===== src/rtl/lc_pkg.sv =====
package lc_pkg;
  localparam int WAYS   = 2;
  localparam int SETS   = 4;
  localparam int BEATS  = 8;
  localparam int BYTE_W = 3;
  localparam int SET_W  = $clog2(SETS);
  localparam int BEAT_W = $clog2(BEATS);
  localparam int IDX_LO = BYTE_W + BEAT_W;

  typedef enum logic [1:0] {ST_IDLE, ST_FILL, ST_NCWAIT, ST_NCDONE} ctlState_t;

  // strobes from control to datapath
  typedef struct packed {
    logic              fillWr;
    logic              fillWay;
    logic [SET_W-1:0]  fillSet;
    logic [BEAT_W-1:0] fillBeat;
    logic              rspFire;
    logic              rspNc;
    logic              rdWay;
    logic [SET_W-1:0]  rdSet;
    logic [BEAT_W-1:0] rdBeat;
    logic              ncCap;
  } dpCtl_t;
endpackage


===== src/rtl/lc_ctrl.sv =====
module lc_ctrl import lc_pkg::*; #(
  parameter int ADDR_W = 64,
  parameter int SEL_W  = 8
) (
  input  logic              clk,
  input  logic              rst,
  input  logic              reqValid,
  input  logic [ADDR_W-1:0] reqAddr,
  input  logic              reqNc,
  input  logic [SEL_W-1:0]  reqSel,
  output logic              reqStall,
  output logic              wbCyc,
  output logic              wbStb,
  output logic [ADDR_W-1:0] wbAdr,
  output logic [SEL_W-1:0]  wbSel,
  input  logic              wbAck,
  input  logic              wbStall,
  output dpCtl_t            dp
);
  localparam int TAG_W = ADDR_W - IDX_LO - SET_W;
  localparam int CNT_W = BEAT_W + 1;

  ctlState_t state;
  logic [TAG_W-1:0] tagMem [WAYS][SETS];
  logic [SETS-1:0]  validW [WAYS];
  logic [SETS-1:0]  lruBit;          // way most recently used per set
  logic             fillWay;
  logic [SET_W-1:0] fillSet;
  logic [TAG_W-1:0] fillTag;
  logic [CNT_W-1:0] issueCnt, ackCnt;
  logic             ncIssued;

  logic [SET_W-1:0]  reqSet;
  logic [BEAT_W-1:0] reqBeat;
  logic [TAG_W-1:0]  reqTag;
  logic [WAYS-1:0]   hitWay;
  logic arrHit, fillHit, canServe, accept, victim, rdWayNext, issueHs, lastAck;

  assign reqBeat = reqAddr[BYTE_W +: BEAT_W];
  assign reqSet  = reqAddr[IDX_LO +: SET_W];
  assign reqTag  = reqAddr[ADDR_W-1 -: TAG_W];

  for (genvar w = 0; w < WAYS; w++) begin : g_cmp
    assign hitWay[w] = validW[w][reqSet] && (tagMem[w][reqSet] == reqTag);
  end

  assign arrHit  = |hitWay;
  assign fillHit = (state == ST_FILL) && (reqSet == fillSet) && (reqTag == fillTag)
                   && ({1'b0, reqBeat} < ackCnt);
  assign rdWayNext = fillHit ? fillWay : hitWay[1];

  always_comb begin
    if (!validW[0][reqSet])      victim = 1'b0;
    else if (!validW[1][reqSet]) victim = 1'b1;
    else                         victim = ~lruBit[reqSet];
  end

  always_comb begin
    case (state)
      ST_IDLE:   canServe = !reqNc && arrHit;
      ST_FILL:   canServe = !reqNc && (arrHit || fillHit);
      ST_NCDONE: canServe = 1'b1;
      default:   canServe = 1'b0;
    endcase
  end

  assign accept   = reqValid && canServe;
  assign reqStall = reqValid && !canServe;

  assign wbCyc = (state == ST_FILL) || (state == ST_NCWAIT);
  assign wbStb = ((state == ST_FILL) && (issueCnt < CNT_W'(BEATS)))
              || ((state == ST_NCWAIT) && !ncIssued);
  assign wbAdr = (state == ST_NCWAIT) ? reqAddr
               : {fillTag, fillSet, issueCnt[BEAT_W-1:0], {BYTE_W{1'b0}}};
  assign wbSel = (state == ST_NCWAIT) ? reqSel : {SEL_W{1'b1}};
  assign issueHs = wbStb && !wbStall;
  assign lastAck = (state == ST_FILL) && wbAck && (ackCnt == CNT_W'(BEATS - 1));

  always_ff @(posedge clk) begin
    if (rst) begin
      state    <= ST_IDLE;
      validW   <= '{default: '0};
      lruBit   <= '0;
      fillWay  <= 1'b0;
      fillSet  <= '0;
      fillTag  <= '0;
      issueCnt <= '0;
      ackCnt   <= '0;
      ncIssued <= 1'b0;
    end else begin
      case (state)
        ST_IDLE: if (reqValid && !canServe) begin
          if (reqNc) begin
            state    <= ST_NCWAIT;
            ncIssued <= 1'b0;
          end else begin
            state                  <= ST_FILL;
            fillWay                <= victim;
            fillSet                <= reqSet;
            fillTag                <= reqTag;
            validW[victim][reqSet] <= 1'b0;
            lruBit[reqSet]         <= victim;
            issueCnt               <= '0;
            ackCnt                 <= '0;
          end
        end
        ST_FILL: begin
          if (issueHs) issueCnt <= issueCnt + 1'b1;
          if (wbAck)   ackCnt   <= ackCnt + 1'b1;
          if (lastAck) begin
            validW[fillWay][fillSet] <= 1'b1;
            tagMem[fillWay][fillSet] <= fillTag;
            state                    <= ST_IDLE;
          end
        end
        ST_NCWAIT: begin
          if (issueHs) ncIssued <= 1'b1;
          if (wbAck)   state    <= ST_NCDONE;
        end
        default: if (accept) state <= ST_IDLE;
      endcase
      if (accept && state != ST_NCDONE) lruBit[reqSet] <= rdWayNext;
    end
  end

  always_comb begin
    dp.fillWr   = (state == ST_FILL) && wbAck;
    dp.fillWay  = fillWay;
    dp.fillSet  = fillSet;
    dp.fillBeat = ackCnt[BEAT_W-1:0];
    dp.rspFire  = accept;
    dp.rspNc    = (state == ST_NCDONE);
    dp.rdWay    = rdWayNext;
    dp.rdSet    = reqSet;
    dp.rdBeat   = reqBeat;
    dp.ncCap    = (state == ST_NCWAIT) && wbAck;
  end
endmodule


===== src/rtl/lc_dpath.sv =====
module lc_dpath import lc_pkg::*; #(
  parameter int DATA_W = 64
) (
  input  logic              clk,
  input  logic              rst,
  input  dpCtl_t            dp,
  input  logic [DATA_W-1:0] wbDatIn,
  output logic              rspValid,
  output logic [DATA_W-1:0] rspData
);
  logic [DATA_W-1:0] lineMem [WAYS][SETS][BEATS];
  logic [DATA_W-1:0] ncHold;

  always_ff @(posedge clk) begin
    if (dp.fillWr) lineMem[dp.fillWay][dp.fillSet][dp.fillBeat] <= wbDatIn;
    if (dp.ncCap)  ncHold <= wbDatIn;
  end

  always_ff @(posedge clk) begin
    if (rst) begin
      rspValid <= 1'b0;
      rspData  <= '0;
    end else begin
      rspValid <= dp.rspFire;
      if (dp.rspFire)
        rspData <= dp.rspNc ? ncHold : lineMem[dp.rdWay][dp.rdSet][dp.rdBeat];
    end
  end
endmodule


===== src/rtl/load_cache2w.sv =====
module load_cache2w import lc_pkg::*; #(
  parameter int ADDR_W = 64,
  parameter int DATA_W = 64,
  parameter int SEL_W  = DATA_W / 8
) (
  input  logic              clk,
  input  logic              rst,
  input  logic              reqValid,
  input  logic [ADDR_W-1:0] reqAddr,
  input  logic              reqNc,
  input  logic [SEL_W-1:0]  reqSel,
  output logic              reqStall,
  output logic              rspValid,
  output logic [DATA_W-1:0] rspData,
  output logic              wbCyc,
  output logic              wbStb,
  output logic [ADDR_W-1:0] wbAdr,
  output logic [SEL_W-1:0]  wbSel,
  input  logic [DATA_W-1:0] wbDatIn,
  input  logic              wbAck,
  input  logic              wbStall
);
  dpCtl_t dpCtl;

  lc_ctrl #(.ADDR_W(ADDR_W), .SEL_W(SEL_W)) u_ctrl (
    .clk(clk), .rst(rst), .reqValid(reqValid), .reqAddr(reqAddr), .reqNc(reqNc),
    .reqSel(reqSel), .reqStall(reqStall), .wbCyc(wbCyc), .wbStb(wbStb),
    .wbAdr(wbAdr), .wbSel(wbSel), .wbAck(wbAck), .wbStall(wbStall), .dp(dpCtl)
  );

  lc_dpath #(.DATA_W(DATA_W)) u_dpath (
    .clk(clk), .rst(rst), .dp(dpCtl), .wbDatIn(wbDatIn),
    .rspValid(rspValid), .rspData(rspData)
  );
endmodule


===== config.mk =====
export PLATFORM = sky130hd
export DESIGN_NAME = load_cache2w
export DESIGN_NICKNAME = d
export VERILOG_FILES = /design/src/rtl/lc_pkg.sv /design/src/rtl/lc_ctrl.sv /design/src/rtl/lc_dpath.sv /design/src/rtl/load_cache2w.sv
export SDC_FILE = /design/constraint.sdc
export NUM_CORES = 2
export LEC_CHECK = 0
export BUFFER_PORTS_ARGS = -buffer_cell sky130_fd_sc_hd__buf_2
export CORE_MARGIN = 2
export CORE_UTILIZATION = 55
export DETAILED_ROUTE_END_ITERATION = 10
export PLACE_DENSITY = 0.71
export SYNTH_ARGS = -nofsm -noshare
export SYNTH_HDL_FRONTEND = slang
export SYNTH_MEMORY_MAX_BITS = 65536
export SYNTH_SLANG_ARGS = --single-unit

===== constraint.sdc =====
create_clock -name clk -period 18.75 [get_ports clk]
set_clock_uncertainty 0.1 [all_clocks]
set_input_delay 5.625 -clock clk [delete_from_list [all_inputs] [get_ports clk]]
set_output_delay 5.625 -clock clk [all_outputs]
set_load 0.02 [all_outputs]

==> flow_summary_export.csv <==
group,metric,value,unit
status,status,"finished, final reports clean",
synth,seq_area_frac_synth,76.6,%
worst_setup_path,end_kind,"primary output",
placement,postPlaceCellArea,192000,um^2
die,rows,212,
clock_tree,ctsResizeCount,0,
route,postRouteAntennaNets,0,
worst_setup_path,cp.required,13.02,ns
cells_and_area,syn2layout_area_growth,12.2,%
timing,final-setup-viol-count,0,
timing,min_period,16.11,ns
timing,slew_violations,0,
die,core,334000,um^2
clock_tree,hold_buffers,0,
placement,place_congestion,0.894,
worst_setup_path,path_max_fanout,116,
timing,hold_viol,0,
flow_run,drv_cap,0,
synth,synth.distinct_cells,78,
clock_tree,numClockSinks,4755,
cells_and_area,seq_area,141000,um^2
global_routing,grt_overflow,0,
worst_setup_path,critPathLaunch,"reqAddr[7]",
clock_tree,clkTransAtPathRegs,0.06,ns
clock_tree,postCtsSetupBuffers,0,
route,via_count,96211,
timing,worst_pin_slew,1.30,ns
timing,max_freq,62.1,MHz
cells_and_area,final_cell_mix,"4,608 x edfxtp_1, 1,128 x mux4_2, 468 x clkbuf_16",
synth,yosysWarnings,0,
cells_and_area,fin_util,62.0,%
placement,io_buffers,281,
die,die_y,583,um
synth,synth_edf_count,4608,
global_routing,grt_pass1_wl,715,mm
cells_and_area,layout-drive-gt1-share,26.3,%
synth,ys_async_sr_fraction,0,%
worst_setup_path,crit_type,"input pin to primary output",
global_routing,grt_start_max_net_pins,145,
cells_and_area,layout.nets,9359,
clock_tree,htreeDepth,5,
die,ioPinCount,282,
global_routing,grt_util_all_layers,29.8,%
placement,hpwlAfterDp,270,mm
synth,synth_flop_cell,"edfxtp_1",
timing,relSlewSlack,12.9,%
synth,synth_area_per_cell,21.1,um^2
hold_path,hold_class,"flip-flop to flip-flop",
worst_setup_path,critPathLaunchType,"input pin",
route,firstDrtPassIters,6,
power,p_leak,0.0660,uW
cells_and_area,multiInputGateArea,41400,um^2
cells_and_area,fin_area,207000,um^2
cells_and_area,layout_commonest_cell,"edfxtp_1",
power,power_per_cell_area,109,nW/um^2
route,vias_per_cell,6.86,
route,dr.first_iter.drc_count,14125,
clock_tree,cts_buffer_depth,4,
worst_setup_path,worstPathArrival,10.39,ns
synth,netlist_area,185000,um^2
hold_path,hp-start,"u_ctrl.lruBit[1]$_SDFF_PP0_",
cells_and_area,fin_cells,14018,
timing,rsz0062_at_grt,"no",
die,start_util,55.3,%
synth,synth_seq_cells,4755,
timing,period_share,85.9,%
die,die_area,340000,um^2
clock_tree,cts-root-buf,"clkbuf_16",
worst_setup_path,reg2reg_from,"u_ctrl.fillTag[4]$_SDFFE_PP0P_",
clock_tree,cts_made_buffers,459,
synth,synthCells,8765,
clock_tree,clock_latency,1.00,ns
global_routing,antenna_found_initial,38,
die,fp.dieW,583,um
global_routing,grt_pass1_vias,95041,
clock_tree,cts_tree,"yes",
cells_and_area,nFillCells,22440,
placement,post-place-cells,13135,
route,postRouteWirelength,509,mm
synth,syn_nets,8915,
route,routedWlPerCell,36.3,um
power,peakVddDrop,0.0990,mV
timing,setup_tns,0,ns
route,drcViolationCount,0,
per-layer routing:
layer	share of wire, %	routed length, um	global-route usage, %
met1	37	189000	41.8
met2	47	242000	46.6
met3	11	57900	6.37
met4	4.0	20400	11.2
met5	0.024	122	0
final cells by class:
| type | instances | area share (%) |
|---|---|---|
| antenna | 21 | 0.0254 |
| clock buffer | 614 | 6.10 |
| clock inverter | 248 | 1.23 |
| inverter | 37 | 0.0671 |
| multi-input combinational | 3431 | 20.0 |
| sequential | 4755 | 68.3 |
| tap | 4387 | 2.65 |
| timing repair buffer | 525 | 1.65 |
registers in the layout, summed over array words and instances, names as in the netlist:
register	cells
u_ctrl.ncIssued	1
u_ctrl.fillTag	56
u_ctrl.fillWay	1
u_ctrl.lruBit	4
u_ctrl.validW	8
u_ctrl.fillSet	2
u_ctrl.state	2
u_ctrl.tagMem	448
u_dpath.rspData	64
u_dpath.rspValid	1
u_dpath.lineMem	4096
u_ctrl.ackCnt	4
u_ctrl.issueCnt	4
u_dpath.ncHold	64
power breakdown:
part	internal [uW]	total [uW]	switching, uW
logic	478	1360	878
registers	11800	11900	99.7
clock network	5360	9300	3930
cell families (layout without fill, tap and decap cells):
logic type	count (synthesis)	count (layout)	synth area share [%]
adder cells (fa/ha/maj)	8	8	0.0542
multiplexers	1536	1536	16.0
AND/OR/NAND/NOR	913	913	2.39
other	0	21	0
XOR/XNOR	152	152	0.721
AO/OA/AOI/OAI	822	822	2.86
flip-flops	4755	4755	76.6
buffers and inverters	579	1424	1.35
final timing paths:
path / end / slack [ns] / cells after the start
hold / removal: u_ctrl.lruBit[1]$_SDFF_PP0_ / 0.37 / 2
setup reg to reg: u_dpath.rspData[35]$_SDFFE_PP0P_ / 12.18 / 13
setup / recovery: reqStall / 2.64 / 12
hold reg to reg: u_ctrl.lruBit[1]$_SDFF_PP0_ / 0.37 / 2
cells in the mapped netlist, drive strengths merged (4+ instances only):
cell	count	area [um^2]
mux4	1128	25400
o22ai	25	156
clkbuf	330	1240
o2bb2ai	8	70.1
a41oi	4	35.0
nand2	210	788
o2111ai	24	210
edfxtp	4608	138000
or4	8	60.1
nand4	83	519
dfxtp	147	2940
nand2b	44	275
and3	4	25.0
buf	212	1100
nor4	64	407
o22a	13	114
nand3	150	751
a221o	32	320
o211ai	18	135
and2	9	56.3
o221ai	4	35.0
nor2	215	807
o21ai	186	931
nor3	86	430
a2111oi	5	45.0
a21oi	304	1520
a221oi	36	315
mux2	98	1100
a22oi	33	248
a211oi	43	328
xnor2	112	981
nor2b	17	106
mux2i	310	3100
inv	37	139
a21boi	4	30.0
xor2	40	350
or2	6	37.5
ha	8	100
a311oi	51	465
a211o	13	114
critical path, cell delays in order:
cell and delay, ns:
buf_12 0.46, buf_4 0.82, mux2i_1 0.36, o22ai_1 0.12
nor3_1 0.74, o211ai_1 0.18, or4_1 0.58, o41ai_2 0.52
nor2_1 0.22, o31ai_4 0.23, nor2_1 0.11, buf_2 0.17
per-stage QoR:
step | worst slack, ns | hold WS [ns] | power [uW]
after floorplan | 4.14 | 0.320 | 12800
after global placement | 2.87 | 0.328 | 13400
after detailed placement | 2.79 | 0.355 | 13400
after CTS | 2.76 | 0.369 | 22600
after global routing | 2.59 | 0.396 | 23100
final | 2.64 | 0.372 | 22500
No activity file was read; power rests on OpenSTA's default activity.
